==> config.mk <==
export PLATFORM = sky130hd
export DESIGN_NAME = pad_stripper
export DESIGN_NICKNAME = d
export VERILOG_FILES = /design/src/rtl/pad_strip_pkg.sv /design/src/rtl/pad_strip_oreg.sv /design/src/rtl/pad_strip_calc.sv /design/src/rtl/pad_strip_ctrl.sv /design/src/rtl/pad_stripper.sv
export SDC_FILE = /design/constraint.sdc
export NUM_CORES = 1
export LEC_CHECK = 0
export ABC_AREA = 1
export BUFFER_PORTS_ARGS = -buffer_cell sky130_fd_sc_hd__buf_4
export CAP_MARGIN = 20
export CELL_PAD_IN_SITES_DETAIL_PLACEMENT = 1
export CELL_PAD_IN_SITES_GLOBAL_PLACEMENT = 1
export CORE_UTILIZATION = 30
export CTS_CLUSTER_SIZE = 25
export DETAILED_ROUTE_END_ITERATION = 6
export GPL_ROUTABILITY_DRIVEN = 0
export GPL_TIMING_DRIVEN = 0
export PLACE_DENSITY = 0.79
export RECOVER_POWER = 100
export REMOVE_ABC_BUFFERS = 1
export SLEW_MARGIN = 20
export SYNTH_ARGS = -nofsm -noshare
export SYNTH_HDL_FRONTEND = slang
export SYNTH_HIERARCHICAL = 1
export SYNTH_SLANG_ARGS = --single-unit
export TNS_END_PERCENT = 1
==> constraint.sdc <==
create_clock -name clk -period 15.5 [get_ports clk]
set_clock_uncertainty 0.05 [all_clocks]
set_input_delay 1.55 -clock clk [delete_from_list [all_inputs] [get_ports clk]]
set_output_delay 1.55 -clock clk [all_outputs]
set_load 0.05 [all_outputs]
==> src/rtl/pad_strip_pkg.sv <==
package pad_strip_pkg;

  typedef enum logic {
    ST_IDLE = 1'b0,
    ST_BODY = 1'b1
  } strip_state_e;

endpackage

==> src/rtl/pad_strip_oreg.sv <==
module pad_strip_oreg #(
  parameter int W = 8
) (
  input  logic         clk,
  input  logic         rst,
  input  logic         in_valid,
  output logic         in_ready,
  input  logic [W-1:0] in_data,
  output logic         out_valid,
  input  logic         out_ready,
  output logic [W-1:0] out_data
);

  logic         vld_q;
  logic [W-1:0] dat_q;

  assign in_ready  = !vld_q || out_ready;
  assign out_valid = vld_q;
  assign out_data  = dat_q;

  always_ff @(posedge clk) begin
    if (rst) begin
      vld_q <= 1'b0;
    end else if (in_ready) begin
      vld_q <= in_valid;
    end
  end

  always_ff @(posedge clk) begin
    if (in_ready && in_valid) begin
      dat_q <= in_data;
    end
  end

  // a stalled output holds its valid and payload
  a_r8_hold_stable: assert property (@(posedge clk) disable iff (rst)
    (out_valid && !out_ready) |=> (out_valid && $stable(out_data)));

endmodule

==> src/rtl/pad_strip_calc.sv <==
module pad_strip_calc #(
  parameter int LEN_W  = 3,
  parameter int PAD_W  = 6,
  parameter int BYTES  = 4,
  parameter int TAIL_W = 2,
  parameter int CNT_W  = 4
) (
  input  logic [LEN_W-1:0]  in_len,
  input  logic [PAD_W-1:0]  in_pad,
  output logic [LEN_W-1:0]  out_len,
  output logic [CNT_W-1:0]  keep_beats,
  output logic [TAIL_W-1:0] tail
);

  localparam int SHIFT = $clog2(BYTES);
  localparam int CW    = ((PAD_W > LEN_W) ? PAD_W : LEN_W) + 1;

  logic [CW-1:0] drop_all;
  logic [CW-1:0] len_x;
  logic [CW-1:0] diff;
  logic          sat;

  always_comb begin
    drop_all   = CW'(in_pad) >> SHIFT;
    len_x      = CW'(in_len);
    sat        = (drop_all >= len_x);
    diff       = len_x - drop_all;
    out_len    = sat ? '0 : LEN_W'(diff);
    keep_beats = CNT_W'(out_len) + CNT_W'(1);
    tail       = TAIL_W'(in_pad % PAD_W'(BYTES));
  end

  // trimming never lengthens a transaction
  always_comb begin
    a_r3_len_shrinks: assert (out_len <= in_len);
  end

endmodule

==> src/rtl/pad_strip_ctrl.sv <==
module pad_strip_ctrl
  import pad_strip_pkg::*;
#(
  parameter int CNT_W = 4
) (
  input  logic             clk,
  input  logic             rst,
  input  logic             hdr_in_valid,
  input  logic             h_stage_ready,
  input  logic [CNT_W-1:0] keep_beats,
  input  logic [CNT_W-1:0] last_idx,
  output logic             hdr_in_ready,
  input  logic             dat_in_valid,
  input  logic             d_stage_ready,
  output logic             dat_in_ready,
  output logic             fwd_valid
);

  strip_state_e     state_q;
  logic [CNT_W-1:0] idx_q;
  logic [CNT_W-1:0] keep_q;
  logic [CNT_W-1:0] last_q;
  logic             in_keep;
  logic             hdr_fire;
  logic             dat_fire;

  always_comb begin
    in_keep      = (idx_q < keep_q);
    hdr_in_ready = (state_q == ST_IDLE) && h_stage_ready;
    dat_in_ready = (state_q == ST_BODY) && (in_keep ? d_stage_ready : 1'b1);
    fwd_valid    = (state_q == ST_BODY) && dat_in_valid && in_keep;
    hdr_fire     = hdr_in_valid && hdr_in_ready;
    dat_fire     = dat_in_valid && dat_in_ready;
  end

  always_ff @(posedge clk) begin
    if (rst) begin
      state_q <= ST_IDLE;
      idx_q   <= '0;
      keep_q  <= '0;
      last_q  <= '0;
    end else begin
      case (state_q)
        ST_IDLE: begin
          if (hdr_fire) begin
            state_q <= ST_BODY;
            idx_q   <= '0;
            keep_q  <= keep_beats;
            last_q  <= last_idx;
          end
        end
        default: begin
          if (dat_fire) begin
            idx_q <= idx_q + CNT_W'(1);
            if (idx_q == last_q) begin
              state_q <= ST_IDLE;
            end
          end
        end
      endcase
    end
  end

  // an accepted header blocks the header channel next cycle
  a_r7_hdr_blocked: assert property (@(posedge clk) disable iff (rst)
    hdr_fire |=> !hdr_in_ready);

  // a non-final beat keeps the header channel blocked
  a_r7_hold_till_last: assert property (@(posedge clk) disable iff (rst)
    (dat_fire && (idx_q != last_q)) |=> !hdr_in_ready);

  // beat index stays within the announced length
  a_r6_idx_bound: assert property (@(posedge clk) disable iff (rst)
    (state_q == ST_BODY) |-> (idx_q <= last_q));

  // kept beats never exceed the input beat count
  a_r6_keep_bound: assert property (@(posedge clk) disable iff (rst)
    (state_q == ST_BODY) |-> (keep_q <= last_q + CNT_W'(1)) && (keep_q != '0));

  // no data is accepted while no transaction is open
  a_r2_idle_no_data: assert property (@(posedge clk) disable iff (rst)
    hdr_in_ready |-> !dat_in_ready);

endmodule

==> src/rtl/pad_stripper.sv <==
module pad_stripper #(
  parameter int DATA_W       = 64,
  parameter int MAX_BEATS    = 16,
  parameter int MAX_INFLIGHT = 4,
  parameter int PAD_W        = 8,
  parameter int LEN_W        = (MAX_BEATS > 1) ? $clog2(MAX_BEATS) : 1,
  parameter int ID_W         = (MAX_INFLIGHT > 1) ? $clog2(MAX_INFLIGHT) : 1,
  parameter int TAIL_W       = ($clog2(DATA_W / 8) > 0) ? $clog2(DATA_W / 8) : 1
) (
  input  logic              clk,
  input  logic              rst,
  input  logic              hdr_in_valid,
  output logic              hdr_in_ready,
  input  logic [LEN_W-1:0]  hdr_in_len,
  input  logic [ID_W-1:0]   hdr_in_id,
  input  logic [PAD_W-1:0]  hdr_in_pad,
  input  logic              dat_in_valid,
  output logic              dat_in_ready,
  input  logic [DATA_W-1:0] dat_in_data,
  input  logic [ID_W-1:0]   dat_in_id,
  output logic              hdr_out_valid,
  input  logic              hdr_out_ready,
  output logic [LEN_W-1:0]  hdr_out_len,
  output logic [ID_W-1:0]   hdr_out_id,
  output logic [PAD_W-1:0]  hdr_out_pad,
  output logic [TAIL_W-1:0] hdr_out_tail,
  output logic              dat_out_valid,
  input  logic              dat_out_ready,
  output logic [DATA_W-1:0] dat_out_data,
  output logic [ID_W-1:0]   dat_out_id
);

  localparam int BYTES = DATA_W / 8;
  localparam int CNT_W = LEN_W + 1;
  localparam int HW    = ID_W + LEN_W + PAD_W + TAIL_W;
  localparam int DW    = ID_W + DATA_W;

  logic [LEN_W-1:0]  trim_len;
  logic [CNT_W-1:0]  keep_beats;
  logic [TAIL_W-1:0] trim_tail;
  logic              h_stage_ready;
  logic              d_stage_ready;
  logic              fwd_valid;
  logic              hdr_load;
  logic [HW-1:0]     hdr_pay_in;
  logic [HW-1:0]     hdr_pay_out;
  logic [DW-1:0]     dat_pay_out;

  pad_strip_calc #(
    .LEN_W (LEN_W),
    .PAD_W (PAD_W),
    .BYTES (BYTES),
    .TAIL_W(TAIL_W),
    .CNT_W (CNT_W)
  ) u_calc (
    .in_len    (hdr_in_len),
    .in_pad    (hdr_in_pad),
    .out_len   (trim_len),
    .keep_beats(keep_beats),
    .tail      (trim_tail)
  );

  pad_strip_ctrl #(
    .CNT_W(CNT_W)
  ) u_ctrl (
    .clk          (clk),
    .rst          (rst),
    .hdr_in_valid (hdr_in_valid),
    .h_stage_ready(h_stage_ready),
    .keep_beats   (keep_beats),
    .last_idx     ({1'b0, hdr_in_len}),
    .hdr_in_ready (hdr_in_ready),
    .dat_in_valid (dat_in_valid),
    .d_stage_ready(d_stage_ready),
    .dat_in_ready (dat_in_ready),
    .fwd_valid    (fwd_valid)
  );

  assign hdr_load   = hdr_in_valid && hdr_in_ready;
  assign hdr_pay_in = {hdr_in_id, trim_len, {PAD_W{1'b0}}, trim_tail};

  pad_strip_oreg #(
    .W(HW)
  ) u_hdr_reg (
    .clk      (clk),
    .rst      (rst),
    .in_valid (hdr_load),
    .in_ready (h_stage_ready),
    .in_data  (hdr_pay_in),
    .out_valid(hdr_out_valid),
    .out_ready(hdr_out_ready),
    .out_data (hdr_pay_out)
  );

  pad_strip_oreg #(
    .W(DW)
  ) u_dat_reg (
    .clk      (clk),
    .rst      (rst),
    .in_valid (fwd_valid),
    .in_ready (d_stage_ready),
    .in_data  ({dat_in_id, dat_in_data}),
    .out_valid(dat_out_valid),
    .out_ready(dat_out_ready),
    .out_data (dat_pay_out)
  );

  assign {hdr_out_id, hdr_out_len, hdr_out_pad, hdr_out_tail} = hdr_pay_out;
  assign {dat_out_id, dat_out_data} = dat_pay_out;

  // the registered header never carries a nonzero pad count
  a_r4_pad_cleared: assert property (@(posedge clk) disable iff (rst)
    hdr_out_valid |-> (hdr_out_pad == '0));

  // a forwarded beat appears on the output the next cycle
  a_r6_fwd_visible: assert property (@(posedge clk) disable iff (rst)
    (fwd_valid && dat_in_ready) |=> dat_out_valid);

endmodule

==> flow_summary.json, run 1 <==
{
  "outcome": "finished clean",
  "cts_sinks": 101,
  "vias": 2836,
  "crit_end": "u_dat_reg/out_data[36]",
  "cts_made_buffers": 9,
  "crit_top_cell": "clkbuf_1",
  "rr_worst_depth": 11,
  "cts_buffer_depth": 2,
  "coreArea_sq_um": 12700,
  "row_count": 41,
  "io_buffers": 172,
  "hold_violations": 0,
  "setup_violations": 0,
  "min-delay-start": "u_ctrl/keep_q[3]",
  "htreeDepth": 3,
  "p_leak_nw": 2.11,
  "post-route-min-period_ps": 5460,
  "worst_slew_pin_slew_ps": 1290,
  "ios": 173,
  "ctsResizeCount": 0,
  "share_comb_of_total_power_pct": 16.3,
  "die_height_um": 116,
  "overflow": 0,
  "vias_per_cell": 4.34,
  "cp.required_ps": 15400,
  "p_sw_share_pct": 27.0,
  "drtIter0Drc": 163,
  "cts_setup_buffers": 0,
  "antenna_found_initial": 0,
  "fillCellCount": 1467,
  "cts_tree": "yes",
  "wl_um": 10900,
  "peakVddDrop_v": 0.0000612,
  "crit_chain": "clkbuf_4 -> nand2_1 -> nor2_1 -> inv_1 -> a21oi_1 -> clkbuf_1 -> clkbuf_1 -> clkbuf_1",
  "area_delta_synth_final_pct": 36.4,
  "postRouteAntennaNets": 0,
  "die_w_um": 116,
  "n_antenna_cell": 0,
  "slew_viol_final": 0,
  "crit_fanout": 23,
  "syn-cell-area_sq_um": 3900,
  "seq_power_share_pct": 48.5,
  "yosysSeqAreaShare_pct": 73.1,
  "critPathArrivalTime_ps": 5370,
  "nets": 576,
  "drive_above_1_share_pct": 23.1,
  "worst_slew_margin_rel_pct": 14.1,
  "syn-mean-instance-area_sq_um": 13.5,
  "syn_inst": 288,
  "worstSetupStartpointType": "primary input",
  "crit_slowest_cell": "a21oi_1",
  "worst-setup-path-type": "in -> reg",
  "clock_latency_ps": 340,
  "hpwlAfterDp_um": 8730,
  "clk_pin_slew_ps": 60,
  "root_buffer": "clkbuf_16",
  "cpPeakStageDelay_ps": 970,
  "crit_family": "buffers and inverters",
  "firstDrtPassIters": 4,
  "maxCapViolCount": 0,
  "r2r_setup_slack_ps": 10370,
  "yosys_warnings": 6,
  "rsz0062_at_grt": "no",
  "reg2reg_to": "u_dat_reg/out_data[36]",
  "path_buf_inv": 5,
  "critPathLaunch": "dat_in_valid",
  "post_drt_wl_per_cell_um": 16.6,
  "period_share_pct": 35.2,
  "grt_pass1_vias": 2862,
  "hold_ws_ps": 407,
  "max_freq_mhz": 183,
  "die-area_sq_um": 13500,
  "clkPwrFrac_pct": 35.2,
  "power.density_nw_per_um2": 124,
  "grt_pass1_wl_um": 15600,
  "crit_path_end_kind": "register",
  "r2r_start": "u_ctrl/idx_q[3]",
  "min_path_type": "reg -> reg",
  "start_util_pct": 30.8,
  "drc": 0,
  "setup_tns_ps": 0,
  "crit_cells": 8,
  "p_int_uw": 480,
  "groute.usage.overall_pct": 15.8,
  "synth-seq-cells": 101,
  "switchingPower_uw": 178,
  "grt_max_degree": 24,
  "cts_hold_buf": 0,
  "synth_cell_type_count": 28
}
[flip-flops by register name, summed over array words and instances, names as in the netlist]
name	count
u_dat_reg/out_data	66
u_hdr_reg/out_data	17
u_ctrl/idx_q	5
u_ctrl/keep_q	5
u_ctrl/last_q	5
u_ctrl/state_q	1
u_dat_reg/out_valid	1
u_hdr_reg/out_valid	1
[per-stage QoR]
| stage | power (mW) | setup WS [ps] | std cells | util (%) | area (sq um) |
|---|---|---|---|---|---|
| floorplan | 0.400 | 9940 | 290 | - | 3880 |
| global placement | 0.443 | 8720 | 634 | 42.5 | 5390 |
| detailed placement | 0.452 | 11530 | 638 | 43.4 | 5500 |
| CTS | 0.683 | 11530 | 653 | 45.8 | 5800 |
| global route | 0.681 | 9690 | 653 | 42.0 | 5320 |
| finish | 0.658 | 10040 | 653 | 42.0 | 5320 |
[cell usage in the layout (no fill, tap or decap)]
cell	Yosys	layout
nor2_1	13	15
a21oi_1	18	19
clkbuf_16	0	9
buf_4	3	10
edfxtp_1	83	83
nand2_2	8	5
xor2_1	2	2
nor3_1	0	1
nand2_1	43	48
xnor2_1	2	2
nand4_4	1	1
ha_1	12	12
nand3_2	3	2
inv_1	38	39
fa_1	1	1
o21ai_1	4	2
a21oi_2	5	4
nand4_1	1	1
inv_2	5	4
nand3_1	11	12
o311ai_0	1	1
nand2_4	3	1
clkbuf_1	1	96
clkbuf_4	0	71
dfxtp_1	18	18
clkinv_4	0	1
clkinv_1	0	2
nor2_2	2	1
bufinv_16	0	2
conb_1	1	9
o21ai_0	5	7
[synthesized netlist by cell type (all sizes together)]
cell type	count	area (sq um)
buf	5	45.0
nor3	1	10.0
nor2	16	72.6
xor2	2	17.5
fa	1	20.0
edfxtp	83	2490
conb	1	3.75
nand2	54	245
inv	43	161
nand4	2	27.5
nand3	14	85.1
dfxtp	18	360
o311ai	1	8.76
xnor2	2	17.5
a21oi	23	134
clkbuf	1	3.75
o21ai	9	45.0
ha	12	150
[power by group through the flow]
stage | Clock (mW) | Sequential (mW) | Combinational [mW]
after floorplan | 0 | 0.365 | 0.0344
after global placement | 0 | 0.326 | 0.117
after detailed placement | 0 | 0.325 | 0.126
after CTS | 0.237 | 0.320 | 0.127
after global routing | 0.244 | 0.321 | 0.116
final | 0.231 | 0.319 | 0.108
[worst min-delay path: cells and delay by family (launching register included)]
family	cells	cell delay [ps]
flip-flops	1	300
buffers and inverters	1	60
AO/OA/AOI/OAI	1	50
[logic make-up after synthesis]
kind of cell,synth area share [%]
compound gates,4.81
simple gates,11.3
flops,73.1
buf+inv,5.39
other cells,0.0962
fa+ha+maj,4.36
xor+xnor,0.898
[area by class of cell]
| cell class | instances | area, sq um | share of cell area (%) |
|---|---|---|---|
| flip-flops and latches | 101 | 2850 | 53.6 |
| repair buffers | 176 | 965 | 18.1 |
| multi-input cells | 146 | 821 | 15.4 |
| clock buffers | 10 | 229 | 4.30 |
| well taps | 172 | 215 | 4.05 |
| inverters | 43 | 161 | 3.03 |
| clock inverters | 5 | 76.3 | 1.43 |
[worst min path at each step]
stage	endpoint	slack, ps	cells after the start
3_5_place_dp	u_ctrl/keep_q[3]	400	2
4_1_cts	u_ctrl/keep_q[3]	410	2
3_3_place_gp	u_ctrl/keep_q[2]	400	2
5_1_grt	u_ctrl/last_q[0]	450	2
6_report	u_ctrl/keep_q[3]	410	2
2_1_floorplan	u_ctrl/keep_q[1]	380	2
[routing by layer]
layer	GRT usage, %	share of wire (%)
met2	29.8	52
met1	16.0	37
met4	5.21	1.1
met3	5.70	10
met5	0	0
No activity file was read; power rests on OpenSTA's default activity.
==> inputs of run 2 (changes only) <==
ABC_AREA = 0   (was 1)
PLACE_DENSITY = 0.81   (was 0.79)
clock period = 4.43 ns   (was 15.5 ns; I/O delays follow)
==> run 2 against run 1 <==
Non-clock buffer count shrank 4. Clock-buffer cell count fell by 1. Largest power group unchanged. Largest cell class unchanged. Synthesized cell count down 14%.
==> flow_summary.json, run 2 <==
{
  "outcome": "finished clean",
  "worst_slew_pin_slew_ps": 1460,
  "worstSetupStartpointType": "register",
  "syn-cell-area_sq_um": 3820,
  "yosysSeqAreaShare_pct": 74.8,
  "worst-setup-path-type": "reg -> reg",
  "period_share_pct": 72.3,
  "cpPeakStageDelay_ps": 1200,
  "cp.required_ps": 4330,
  "ios": 173,
  "worst_slew_margin_rel_pct": 2.70,
  "clk_pin_slew_ps": 70,
  "vias_per_cell": 4.43,
  "maxCapViolCount": 0,
  "nets": 532,
  "synth_common_cells": "edfxtp_1 (83), nand2_1 (27), a21oi_1 (20), dfxtp_1 (18), inv_1 (17)",
  "crit_family": "simple AND/OR/NAND/NOR gates",
  "syn-mean-instance-area_sq_um": 15.3,
  "overflow": 0,
  "layout_common_cells": "clkbuf_1 (91), edfxtp_1 (83), clkbuf_4 (68)",
  "hold_violations": 0,
  "grt_pass1_wl_um": 16000,
  "slew_viol_final": 0,
  "finalPower_mw": 2.17,
  "io_buffers": 172,
  "cts_tree": "yes",
  "die_w_um": 115,
  "groute.usage.overall_pct": 16.8,
  "p_sw_share_pct": 26.1,
  "crit_slowest_cell": "and2_2",
  "row_count": 40,
  "die-area_sq_um": 13200,
  "setup_violations": 0,
  "path_buf_inv": 0,
  "post-route-min-period_ps": 3200,
  "switchingPower_uw": 565,
  "cts_made_buffers": 9,
  "rsz0062_at_grt": "no",
  "drtIter0Drc": 158,
  "p_int_mw": 1.60,
  "postRouteAntennaNets": 0,
  "yosysTopAreaCellShare_pct": 65.3,
  "drive_above_1_share_pct": 24.2,
  "cts_sinks": 101,
  "ctsResizeCount": 0,
  "peakVddDrop_v": 0.000174,
  "share_comb_of_total_power_pct": 13.0,
  "hpwlAfterDp_um": 8450,
  "synthArstFlopShare_pct": 0,
  "n_antenna_cell": 0,
  "clock_latency_ps": 340,
  "firstDrtPassIters": 5,
  "htreeDepth": 3,
  "fillCellCount": 1403,
  "crit_path_end_kind": "register",
  "setup_tns_ps": 0,
  "grt_max_degree": 67,
  "root_buffer": "clkbuf_16",
  "dp_slack_ps": 1610,
  "synth_largest_area_cell": "edfxtp_1",
  "wl_um": 10900,
  "seq_power_share_pct": 50.0,
  "antenna_found_initial": 0,
  "start_util_pct": 31.3,
  "p_leak_nw": 1.95,
  "yosys_warnings": 6,
  "largest_reg_flops": 66,
  "synth_cell_type_count": 45,
  "clkPwrFrac_pct": 36.9,
  "area_delta_synth_final_pct": 36.5,
  "max_freq_mhz": 312,
  "cts_setup_buffers": 0,
  "synth-seq-cells": 101,
  "hold_ws_ps": 245,
  "die_height_um": 115,
  "critPathArrivalTime_ps": 3100,
  "crit_chain": "ha_1 -> a21oi_1 -> o21ai_0 -> a21o_1 -> a211oi_1 -> and2_2",
  "cts_buffer_depth": 2,
  "grt_pass1_vias": 2796,
  "drc": 0,
  "post_drt_wl_per_cell_um": 18.0,
  "coreArea_sq_um": 12200,
  "synth_edf_count": 83,
  "min_path_type": "in -> reg",
  "final_common_cell": "clkbuf_1",
  "power.density_nw_per_um2": 416,
  "synth.most_common_cell": "edfxtp_1",
  "setup_slack_ps": 1230,
  "syn_inst": 249,
  "cts_hold_buf": 0,
  "yosys-top-cells-area": "edfxtp_1 (65%), dfxtp_1 (9.4%), ha_1 (3.9%)",
  "crit_fanout": 66,
  "vias": 2684,
  "synthFlopType": "edfxtp_1"
}
==> run 2: power by group through the flow <==
stage                     clock network (mW)  logic (mW)  registers, mW
after global placement                     0       0.310           1.10
after floorplan                            0      0.0904           1.20
after global routing                   0.856       0.304           1.09
after CTS                              0.825       0.322           1.09
after detailed placement                   0       0.321           1.11
final                                  0.800       0.282           1.08
==> run 2: kinds of logic after synthesis <==
family                     Yosys count  share of synthesized area, %
AOI/OAI and AO/OA                   33                          5.41
adders and majority gates           13                          4.46
muxes                                1                         0.262
other                                1                        0.0983
DFF                                101                          74.8
buffers and inverters               24                          3.05
and+or+nand+nor                     68                          9.94
xor gates and xnor gates             8                          2.03
==> run 2: cell type report <==
class	count	area (sq um)	share of cell area, %
Timing Repair Buffer	172	950	18.2
Clock buffer	9	225	4.32
Inverter	17	63.8	1.23
Multi-Input combinational cell	132	827	15.9
Clock inverter	7	80.1	1.54
Tap cell	168	210	4.04
Sequential cell	101	2850	54.8
==> run 2: path summary, 6_finish.rpt <==
check / cells past startpoint / slack [ps] / start / end
worst min register to register: 2 / 410 / u_ctrl/keep_q[4] / u_ctrl/keep_q[4]
worst min-delay path: 1 / 240 / dat_in_data[59] / u_dat_reg/out_data[59]
worst max-delay path: 6 / 1230 / u_ctrl/idx_q[2] / u_dat_reg/out_data[34]
worst max register to register: 6 / 1230 / u_ctrl/idx_q[2] / u_dat_reg/out_data[34]
==> run 2: metrics by stage <==
| step | instances | instance area, sq um | utilization [%] |
|---|---|---|---|
| after global routing | 606 | 5210 | 42.7 |
| after detailed placement | 590 | 5300 | 43.4 |
| after CTS | 606 | 5600 | 45.9 |
| after floorplan | 250 | 3790 | - |
| after global placement | 590 | 5300 | 43.4 |
| final | 606 | 5210 | 42.7 |
==> run 2: layer usage <==
metal  GRT usage [%]  wire, um  part of all wire, %  up-vias
li1                -         -                    -     1250
met1            16.9      3910                   36     1303
met2            31.3      5760                   53      120
met3            7.43      1120                   10       11
met4            5.02       131                  1.2        0
met5               0         0                    0        -
==> run 2: worst reg2reg max path, cell delays in order, from the launching register on <==
cell and delay (ps):
dfxtp_1 450, ha_1 290, a21oi_1 170, o21ai_0 110, a21o_1 190, a211oi_1 330, and2_2 1200
